File: src/rtl/grp_irq_pkg.sv
// Package: bit positions, group masks and reset values shared by the
// grouped interrupt status controller. Assumes a 32-bit register width.
package grp_irq_pkg;

    localparam int REG_W = 32;

    // Event and summary bit positions
    localparam int B_TX_DONE   = 0;
    localparam int B_TX_STOP   = 1;
    localparam int B_TX_UNAV   = 2;
    localparam int B_JABBER    = 3;
    localparam int B_LINK_PASS = 4;
    localparam int B_UNDERFLOW = 5;
    localparam int B_RX_DONE   = 6;
    localparam int B_RX_UNAV   = 7;
    localparam int B_RX_STOP   = 8;
    localparam int B_RX_WDOG   = 9;
    localparam int B_EARLY_TX  = 10;
    localparam int B_TIMER     = 11;
    localparam int B_LINK_FAIL = 12;
    localparam int B_BUS_ERR   = 13;
    localparam int B_EARLY_RX  = 14;
    localparam int B_SUM_ABN   = 15;
    localparam int B_SUM_NORM  = 16;
    localparam int B_GP        = 26;
    localparam int B_LINK_CHG  = 27;

    localparam logic [REG_W-1:0] ONE = {{(REG_W-1){1'b0}}, 1'b1};

    localparam logic [REG_W-1:0] NORM_GRP =
        (ONE << B_TX_DONE) | (ONE << B_TX_UNAV) | (ONE << B_RX_DONE) |
        (ONE << B_TIMER)   | (ONE << B_EARLY_RX);

    localparam logic [REG_W-1:0] ABN_GRP =
        (ONE << B_TX_STOP)   | (ONE << B_JABBER)   | (ONE << B_LINK_PASS) |
        (ONE << B_UNDERFLOW) | (ONE << B_RX_UNAV)  | (ONE << B_RX_STOP)   |
        (ONE << B_RX_WDOG)   | (ONE << B_EARLY_TX) | (ONE << B_LINK_FAIL) |
        (ONE << B_BUS_ERR)   | (ONE << B_GP)       | (ONE << B_LINK_CHG);

    localparam logic [REG_W-1:0] EVT_MASK = NORM_GRP | ABN_GRP;
    localparam logic [REG_W-1:0] SUM_MASK = (ONE << B_SUM_ABN) | (ONE << B_SUM_NORM);
    localparam logic [REG_W-1:0] CLR_MASK = EVT_MASK | SUM_MASK;
    localparam logic [REG_W-1:0] KEEP_MASK = ~CLR_MASK;

    localparam logic [REG_W-1:0] RST_STATUS = 32'hF000_0000;
    localparam logic [REG_W-1:0] RST_ENABLE = 32'hF3FE_0000;

    typedef enum logic {
        SEL_STATUS = 1'b0,
        SEL_ENABLE = 1'b1
    } reg_sel_e;

endpackage

File: src/rtl/grp_irq_enable_reg.sv
// Enable register: replaced whole by a CPU write. Also exposes the value
// it will hold after this clock so the summary logic sees the new mask
// in the same update. Assumes one write strobe per cycle at most.
module grp_irq_enable_reg
    import grp_irq_pkg::*;
(
    input  logic             clk,
    input  logic             rst_n,
    input  logic             wr_en,
    input  logic [REG_W-1:0] wdata,
    output logic [REG_W-1:0] en_next,
    output logic [REG_W-1:0] en_q
);

    // Next value: new data on a write, otherwise hold
    always_comb begin
        en_next = wr_en ? wdata : en_q;
    end

    // Register with reset value
    always_ff @(posedge clk) begin
        if (!rst_n) en_q <= RST_ENABLE;
        else        en_q <= en_next;
    end

    // a write replaces the enable register
    assert_enable_write_R5: assert property (@(posedge clk) disable iff (!rst_n)
        wr_en |=> en_q == $past(wdata));

endmodule

File: src/rtl/grp_irq_summary.sv
// Summary builder: purely combinational, rebuilds the normal and abnormal
// bits from the flags and enables of the coming update. Assumes the group
// masks in the package never overlap.
module grp_irq_summary
    import grp_irq_pkg::*;
(
    input  logic [REG_W-1:0] events,
    input  logic [REG_W-1:0] enables,
    output logic             sum_norm,
    output logic             sum_abn
);

    logic [REG_W-1:0] live;

    // Enabled causes, then OR-reduction per fixed group
    always_comb begin
        live     = events & enables;
        sum_norm = |(live & NORM_GRP);
        sum_abn  = |(live & ABN_GRP);
    end

endmodule

File: src/rtl/grp_irq_status_reg.sv
// Status register: event pulses set flags, a status write clears the
// flags written as one, set beats clear on the same bit, and the summary
// bits are stored from the summary builder every clock. Bits outside the
// event and summary positions are held. Assumes pulses last one cycle.
module grp_irq_status_reg
    import grp_irq_pkg::*;
(
    input  logic             clk,
    input  logic             rst_n,
    input  logic             clr_en,
    input  logic [REG_W-1:0] clr_data,
    input  logic [REG_W-1:0] evt_pulse,
    input  logic             sum_norm,
    input  logic             sum_abn,
    output logic [REG_W-1:0] evt_next,
    output logic [REG_W-1:0] st_q
);

    logic [REG_W-1:0] clr_bits;
    logic [REG_W-1:0] set_bits;
    logic [REG_W-1:0] st_next;

    // Event flags of the coming update: clear first, set wins
    always_comb begin
        clr_bits = clr_en ? (clr_data & EVT_MASK) : '0;
        set_bits = evt_pulse & EVT_MASK;
        evt_next = ((st_q & EVT_MASK) & ~clr_bits) | set_bits;
    end

    // Full next value: held bits, new flags, freshly built summaries
    always_comb begin
        st_next = (st_q & KEEP_MASK) | evt_next;
        st_next[B_SUM_NORM] = sum_norm;
        st_next[B_SUM_ABN]  = sum_abn;
    end

    // Register with reset value
    always_ff @(posedge clk) begin
        if (!rst_n) st_q <= RST_STATUS;
        else        st_q <= st_next;
    end

    // a pulsed event bit is set after the clock, even when cleared
    assert_set_wins_R4: assert property (@(posedge clk) disable iff (!rst_n)
        (|(evt_pulse & EVT_MASK)) |=>
            ((st_q & $past(evt_pulse & EVT_MASK)) == $past(evt_pulse & EVT_MASK)));

    // bits outside event and summary positions never change
    assert_keep_bits_R3: assert property (@(posedge clk) disable iff (!rst_n)
        1'b1 |=> (st_q & KEEP_MASK) == $past(st_q & KEEP_MASK));

    // with no pulse and no write, event flags hold
    assert_flags_hold_R2: assert property (@(posedge clk) disable iff (!rst_n)
        (!clr_en && evt_pulse == '0) |=> (st_q & EVT_MASK) == $past(st_q & EVT_MASK));

endmodule

File: src/rtl/grp_irq_line.sv
// Interrupt line: registers the OR of each summary bit gated by its own
// enable bit, so the output trails the status register by one clock.
module grp_irq_line
    import grp_irq_pkg::*;
(
    input  logic             clk,
    input  logic             rst_n,
    input  logic [REG_W-1:0] st_q,
    input  logic [REG_W-1:0] en_q,
    output logic             irq_q
);

    logic raise;

    // Gate summaries by their enables
    always_comb begin
        raise = |(st_q & en_q & SUM_MASK);
    end

    // Registered level output
    always_ff @(posedge clk) begin
        if (!rst_n) irq_q <= 1'b0;
        else        irq_q <= raise;
    end

    // output follows gated summaries of the previous clock
    assert_irq_follows_R9: assert property (@(posedge clk) disable iff (!rst_n)
        1'b1 |=> irq_q == $past((st_q[B_SUM_NORM] & en_q[B_SUM_NORM]) |
                                (st_q[B_SUM_ABN]  & en_q[B_SUM_ABN])));

endmodule

File: src/rtl/grp_irq_ctrl.sv
// Top of the grouped interrupt status controller: wires the enable
// register, status register, summary builder and interrupt line. Assumes
// a single-cycle write strobe and single-cycle event pulses on clk.
module grp_irq_ctrl
    import grp_irq_pkg::*;
(
    input  logic             clk,
    input  logic             rst_n,
    input  logic             reg_wr,
    input  logic             reg_sel,
    input  logic [REG_W-1:0] reg_wdata,
    input  logic [REG_W-1:0] evt_pulse,
    output logic [REG_W-1:0] status_o,
    output logic [REG_W-1:0] enable_o,
    output logic             irq_o
);

    logic             wr_status;
    logic             wr_enable;
    logic [REG_W-1:0] en_next;
    logic [REG_W-1:0] evt_next;
    logic             sum_norm;
    logic             sum_abn;

    // Decode the write target
    always_comb begin
        wr_status = reg_wr && (reg_sel == SEL_STATUS);
        wr_enable = reg_wr && (reg_sel == SEL_ENABLE);
    end

    grp_irq_enable_reg u_en (
        .clk     (clk),
        .rst_n   (rst_n),
        .wr_en   (wr_enable),
        .wdata   (reg_wdata),
        .en_next (en_next),
        .en_q    (enable_o)
    );

    grp_irq_summary u_sum (
        .events   (evt_next),
        .enables  (en_next),
        .sum_norm (sum_norm),
        .sum_abn  (sum_abn)
    );

    grp_irq_status_reg u_st (
        .clk       (clk),
        .rst_n     (rst_n),
        .clr_en    (wr_status),
        .clr_data  (reg_wdata),
        .evt_pulse (evt_pulse),
        .sum_norm  (sum_norm),
        .sum_abn   (sum_abn),
        .evt_next  (evt_next),
        .st_q      (status_o)
    );

    grp_irq_line u_line (
        .clk   (clk),
        .rst_n (rst_n),
        .st_q  (status_o),
        .en_q  (enable_o),
        .irq_q (irq_o)
    );

    // stored normal bit matches the enabled normal group
    assert_norm_group_R6: assert property (@(posedge clk) disable iff (!rst_n)
        status_o[B_SUM_NORM] == |(status_o & enable_o & NORM_GRP));

    // stored abnormal bit matches the enabled abnormal group
    assert_abn_group_R7: assert property (@(posedge clk) disable iff (!rst_n)
        status_o[B_SUM_ABN] == |(status_o & enable_o & ABN_GRP));

endmodule

File: config.mk
export PLATFORM = sky130hd
export DESIGN_NAME = grp_irq_ctrl
export DESIGN_NICKNAME = d
export VERILOG_FILES = /design/src/rtl/grp_irq_pkg.sv /design/src/rtl/grp_irq_enable_reg.sv /design/src/rtl/grp_irq_summary.sv /design/src/rtl/grp_irq_status_reg.sv /design/src/rtl/grp_irq_line.sv /design/src/rtl/grp_irq_ctrl.sv
export SDC_FILE = /design/constraint.sdc
export NUM_CORES = 1
export LEC_CHECK = 0
export ABC_AREA = 0
export BUFFER_PORTS_ARGS = -buffer_cell sky130_fd_sc_hd__buf_2
export CORE_AREA = 2 2 82 84
export DETAILED_ROUTE_END_ITERATION = 12
export DIE_AREA = 0 0 84 86
export GPL_TIMING_DRIVEN = 0
export PLACE_DENSITY = 0.74
export SLEW_MARGIN = 5
export SYNTH_ARGS = -nofsm -noshare
export SYNTH_HDL_FRONTEND = slang
export SYNTH_SLANG_ARGS = --single-unit
File: constraint.sdc
create_clock -name clk -period 1.65 [get_ports clk]
set_input_delay 0.2475 -clock clk [delete_from_list [all_inputs] [get_ports clk]]
set_output_delay 0.2475 -clock clk [all_outputs]
set_load 0.005 [all_outputs]
-- After elaboration in Yosys (flattened, before gate mapping)
Cells that the tools add are included.
- bits in registers: 65
- input port bits: 68
- output and inout port bits: 65
- mux-type cells: 2
- bitwise logic cells: 7
- reduce and logical (&&, ||, !) cells: 5
- operator list (operator ; number):
    $and 28x32->32 ; 1
    $mux 32 ; 1
    $not 32->32 ; 1
    $or 32x28->32 ; 1
    $or 32x32->32 ; 1
    $and 28x28->28 ; 1
    $mux 28 ; 1
    $and 17x17->17 ; 1
    $reduce_or 12->1 ; 1
    $reduce_or 5->1 ; 1
    $logic_and 1x1->1 ; 2
    $reduce_or 2->1 ; 1
    $not 1->1 ; 1

-- Logic depth before layout (Yosys ltp)
- word-level depth: 8
- gate-level depth with buffers: 7

-- Modules after synthesis
Synthesis repeated with hierarchy kept, for this count alone.
- cells, all modules: 241
- area total of the unflattened synthesis: 2658.8 sq um
- by module, submodules not included (module ; instances ; cells each ; area an instance (sq um)):
    grp_irq_enable_reg ; 1 ; 104 ; 1387.6
    grp_irq_status_reg ; 1 ; 122 ; 1123.6
    grp_irq_summary ; 1 ; 10 ; 97.6
    grp_irq_line ; 1 ; 3 ; 33.8
    grp_irq_ctrl ; 1 ; 2 ; 16.3

-- Least setup slack after synthesis
No wires, ideal clock.
- kind: input to register
- from: input reg_wr
- to: register u_st.st_q[15]
- library setup time: 125 ps
- data arrival time: 1467 ps
- required time: 1525 ps
- path slack: 58 ps
- stages: 6
- path buffers: 1
- cells stage by stage: and2_1 -> buf_4 -> o22ai_2 -> a21oi_1 -> or4_1 -> o41a_1
- cells in the longest elaborated chain, start to end: 7
- elaborated cells between the ends (all ways): 9
- classes of those cells: mux: 2; bitwise: 4; reduce/logical: 3
- ends and longest elaborated chain (element ; RTL line ; RTL):
    from (decl) ; grp_irq_ctrl.sv:9 ; input logic reg_wr,
    $logic_and 1x1->1 ; grp_irq_ctrl.sv:27 ; wr_status = reg_wr && (reg_sel == SEL_STATUS);
    $mux 28 ; grp_irq_status_reg.sv:25 ; clr_bits = clr_en ? (clr_data & EVT_MASK) : '0;
    $not 32->32 ; grp_irq_status_reg.sv:27 ; evt_next = ((st_q & EVT_MASK) & ~clr_bits) | set_bits;
    $and 28x32->32 ; grp_irq_status_reg.sv:27 ;
    $or 32x28->32 ; grp_irq_status_reg.sv:27 ;
    $and 28x28->28 * ; grp_irq_summary.sv:17 ; live = events & enables;
    $reduce_or 12->1 * ; grp_irq_summary.sv:19 ; sum_abn = |(live & ABN_GRP);
    to (signal assigned) ; grp_irq_status_reg.sv:40 ; else st_q <= st_next;
    to (decl) ; grp_irq_status_reg.sv:16 ; output logic [REG_W-1:0] st_q
Every way passes the cells marked *; elsewhere a longest branch is shown, timed or not.
A chain may end at the register's enable or synchronous reset.

-- Final worst setup path
- from: register u_st.st_q[10]
- to: register u_st.st_q[15]
- cells in the longest elaborated chain, start to end: 4
- ends and longest elaborated chain (element ; RTL line):
    $and 28x32->32 ; grp_irq_status_reg.sv:27
    $or 32x28->32 ; grp_irq_status_reg.sv:27
    $and 28x28->28 ; grp_irq_summary.sv:17
    $reduce_or 12->1 ; grp_irq_summary.sv:19
No other way between the ends.

==> qor.csv <==
stage,metric,value,unit
run_status,result of the run,"complete, no violations",
power_and_ir_drop,Internal Pwr Total,1.90,mW
critical_path,capture point of the worst path,u_st.st_q[15]$_SDFF_PN0_,
critical_path,Worst EP arrival,1.76,ns
timing,unrepaired setup endpoints after global routing,false,
grt,Total GRT Usage,19.4,%
power_and_ir_drop,P_sw,782,uW
timing,clock skew,0.00776,ns
timing,transition time at the pin with the least slew margin,0.531,ns
clocking,cell chosen for the clock root,sky130_fd_sc_hd__clkbuf_8,
power_and_ir_drop,overall power after layout,2.68,mW
min_path,Hold Path Class,in2reg,
routing,post-route antenna net violation count,0,
routing,number of remaining DRC errors,0,
floorplan,die span in y,86,um
timing,share of the cycle needed by the critical path after routing,95.4,%
timing,post-route setup TNS,0,ns
place,pre-CTS setup slack,-0.394,ns
clocking,count of hold buffers inserted by post-cts repair,0,
power_and_ir_drop,part of the total power dissipated in combinational logic,19.2,%
power_and_ir_drop,sequential share of power,51.7,%
timing,final critical-path setup slack,0.0760,ns
routing,final routed wire length divided by cell count,13.6,um
layout,highest-count cells in the layout ignoring fill and taps,"sky130_fd_sc_hd__buf_2, sky130_fd_sc_hd__nand2_1, sky130_fd_sc_hd__dfxtp_1",
routing,number of detailed-routing iterations run before antenna repair,4,
timing,min cycle time layout,1.57,ns
yosys,YS warnings,0,
critical_path,Reg2Reg Launch Point,u_st.st_q[10]$_SDFF_PN0_,
clocking,TritonCTS Sinks,52,
grt,antenna violations before repair,0,
critical_path,depth of the most critical reg-to-reg path,4,
routing,vias post-DR,2537,
yosys,mean cell area of the mapped netlist,7.87,sq um
layout,fraction of final layout cells with drive strength greater than 1,33.6,%
timing,Final Hold Violating Endpoints,0,
critical_path,class of the most critical setup path,reg2reg,
critical_path,Crit Path Max Fanout,3,
routing,met1 routed wirelength after detailed routing,3070,um
floorplan,starting density of the core,39.4,%
power_and_ir_drop,clock power share,29.0,%
yosys,summed instance area of the synthesized netlist,2470,sq um
routing,Routed met2 length,3270,um
clocking,maximum clock insertion buffer count,2,
routing,Starting DRT DRC Count,93,
clocking,worst skew pair latency,0.31,ns
clocking,TritonCTS Buffers,5,
yosys,synth unique cells,32,
routing,Routed WL,6990,um
layout,Area Growth Syn to Fin,31.0,%
routing,uppermost routed layer,met4,
yosys,count of mapped cells out of synthesis,314,
grt,largest net degree at the start of global routing,19,
critical_path,endpoint class of the critical path,flip-flop,
clocking,clock tree from TritonCTS,yes,
critical_path,startpoint type of the worst setup path,flip-flop,
yosys,sequential element share of the synthesized area,42.1,%
timing,final slew viol count,0,
floorplan,placeable core area,6280,sq um
flow_run,maximum capacitance violations,0,
grt,overflow left after global routing,0,
routing,average via count per standard cell,4.94,
critical_path,CP Data Required Time,1.84,ns
floorplan,num ports,133,
power_and_ir_drop,worst IR drop on VDD,0.000472,V
place,total of buffers placed on input and output ports,104,
layout,final-stage net count,504,
critical_path,"setup slack, reg-to-reg",0.08,ns
grt,wire length of the first global-routing pass,11400,um
place,DPL Wire Length,5250,um
timing,worst relative slew slack,64.6,%
floorplan,Site Rows,29,
place,final weighted congestion in routability-driven placement,0.788,
grt,number of global-route vias before repair,2359,
floorplan,floorplan die width,84,um
clocking,clock transition at the register clock pins on the worst setup and hold paths after CTS,0.11,ns
power_and_ir_drop,Power Dens Cells,828,nW/um^2
timing,final-layout worst hold slack,0.141,ns
floorplan,full die area,7220,sq um
clocking,H-tree levels,2,
critical_path,crit path launch,u_st.st_q[10]$_SDFF_PN0_,
layout,ANT cells,0,
power_and_ir_drop,static power due to leakage,1.53,nW
critical_path,destination of the worst register-to-register timing path,u_st.st_q[15]$_SDFF_PN0_,
power_and_ir_drop,Net Sw Frac,29.2,%
clocking,post-CTS setup-driven buffer insertion count,0,
routing,Detail Route met3 WL,581,um
timing,fmax,0.635,GHz
layout,"most common cell after layout, fill and taps aside",sky130_fd_sc_hd__buf_2,
timing,final-report setup violation count,0,
yosys,number of synthesized register bits,52,
synthesized netlist by cell type:
| library cell | number | share of area, % |
|---|---|---|
| sky130_fd_sc_hd__a21boi_1 | 19 | 5.8 |
| sky130_fd_sc_hd__a21oi_1 | 31 | 6.3 |
| sky130_fd_sc_hd__a22oi_1 | 1 | 0.30 |
| sky130_fd_sc_hd__a31oi_1 | 3 | 0.76 |
| sky130_fd_sc_hd__and2_1 | 1 | 0.25 |
| sky130_fd_sc_hd__buf_1 | 1 | 0.15 |
| sky130_fd_sc_hd__buf_2 | 2 | 0.40 |
| sky130_fd_sc_hd__buf_4 | 16 | 4.9 |
| sky130_fd_sc_hd__buf_6 | 1 | 0.46 |
| sky130_fd_sc_hd__clkbuf_1 | 13 | 2.0 |
| sky130_fd_sc_hd__conb_1 | 2 | 0.30 |
| sky130_fd_sc_hd__dfxtp_1 | 52 | 42 |
| sky130_fd_sc_hd__inv_1 | 3 | 0.46 |
| sky130_fd_sc_hd__mux2_2 | 7 | 3.2 |
| sky130_fd_sc_hd__nand2_1 | 81 | 12 |
| sky130_fd_sc_hd__nand2_2 | 1 | 0.25 |
| sky130_fd_sc_hd__nand3_1 | 13 | 2.6 |
| sky130_fd_sc_hd__nand3b_1 | 7 | 2.1 |
| sky130_fd_sc_hd__nor2_1 | 9 | 1.4 |
| sky130_fd_sc_hd__nor2b_1 | 18 | 4.6 |
| sky130_fd_sc_hd__nor2b_2 | 1 | 0.35 |
| sky130_fd_sc_hd__nor3_1 | 2 | 0.40 |
| sky130_fd_sc_hd__o211ai_1 | 1 | 0.30 |
| sky130_fd_sc_hd__o21a_1 | 1 | 0.30 |
| sky130_fd_sc_hd__o21ai_0 | 4 | 0.81 |
| sky130_fd_sc_hd__o21ai_1 | 3 | 0.61 |
| sky130_fd_sc_hd__o221ai_1 | 3 | 1.1 |
| sky130_fd_sc_hd__o22a_1 | 3 | 1.1 |
| sky130_fd_sc_hd__o22ai_1 | 10 | 2.5 |
| sky130_fd_sc_hd__o22ai_2 | 2 | 1.0 |
| sky130_fd_sc_hd__o41a_1 | 1 | 0.46 |
| sky130_fd_sc_hd__or4_1 | 2 | 0.61 |
how the worst min path moves through the flow:
| stage | startpoint | end | slack, ns | depth (start not counted) |
|---|---|---|---|---|
| after floorplan | reg_wdata[17] | u_en.en_q[17]$_SDFFE_PN1P_ | 0.37 | 2 |
| after global placement | u_en.en_q[18]$_SDFFE_PN1P_ | u_en.en_q[18]$_SDFFE_PN1P_ | 0.45 | 2 |
| after detailed placement | u_en.en_q[18]$_SDFFE_PN1P_ | u_en.en_q[18]$_SDFFE_PN1P_ | 0.45 | 2 |
| after CTS | reg_wdata[23] | u_en.en_q[23]$_SDFFE_PN1P_ | 0.13 | 3 |
| after global routing | reg_wdata[28] | u_en.en_q[28]$_SDFFE_PN1P_ | 0.13 | 3 |
| final | reg_wdata[23] | u_en.en_q[23]$_SDFFE_PN1P_ | 0.14 | 3 |
metal layers:
layer	up-vias	track usage (%)
met2	99	33.3
met5	-	0
met3	6	5.77
met1	1142	24.3
li1	1290	-
met4	0	4.11
logic make-up (layout without fill, tap and decap cells):
group / after synthesis / in the layout / synth area share (%)
and+or+nand+nor: 135 / 135 / 24.8
AOI/OAI and AO/OA: 82 / 82 / 21.3
DFF: 52 / 52 / 42.1
buffers and inverters: 36 / 148 / 8.30
muxes: 7 / 7 / 3.19
other: 2 / 13 / 0.304
state kept, by name, indices dropped and copies added, names as in the netlist:
register      flops
u_st.st_q        19
u_en.en_q        32
u_line.irq_q      1
metrics by stage:
stage          instance area (sq um)  utilization (%)  std cells
2_1_floorplan                   2510                -        325
3_3_place_gp                    3130             49.9        506
3_5_place_dp                    3130             49.9        506
4_1_cts                         3230             51.5        514
5_1_grt                         3240             51.6        514
6_report                        3240             51.6        514
layout make-up:
cell class                      instances  area, sq um
Timing Repair Buffer                  104          520
Multi-Input combinational cell        237         1270
Tap cell                               77         96.3
Sequential cell                        52         1040
Inverter                                3         11.3
Fill cell                             650         3040
Clock buffer                            5         68.8
Clock inverter                          3         26.3
Buffer                                 33          203
worst max-delay path, cell delays in order (launching register included):
cell                      delay [ns]
sky130_fd_sc_hd__dfxtp_1        0.35
sky130_fd_sc_hd__o22ai_2        0.16
sky130_fd_sc_hd__a21oi_1        0.05
sky130_fd_sc_hd__or4_1          0.55
sky130_fd_sc_hd__o41a_1         0.35
what timing repair did:
action,in CTS,in global routing
resized for setup,3,7
setup endpoints to repair,12,19
pin swaps,0,0
power by group through the flow:
| stage | clock network, mW | logic, mW | registers, mW |
|---|---|---|---|
| after detailed placement | 0 | 0.512 | 1.41 |
| after CTS | 0.802 | 0.515 | 1.39 |
| after global placement | 0 | 0.504 | 1.41 |
| after floorplan | 0 | 0.271 | 1.42 |
| after global routing | 0.858 | 0.578 | 1.40 |
| final | 0.778 | 0.516 | 1.39 |
Power figures use the tool's default switching activity.
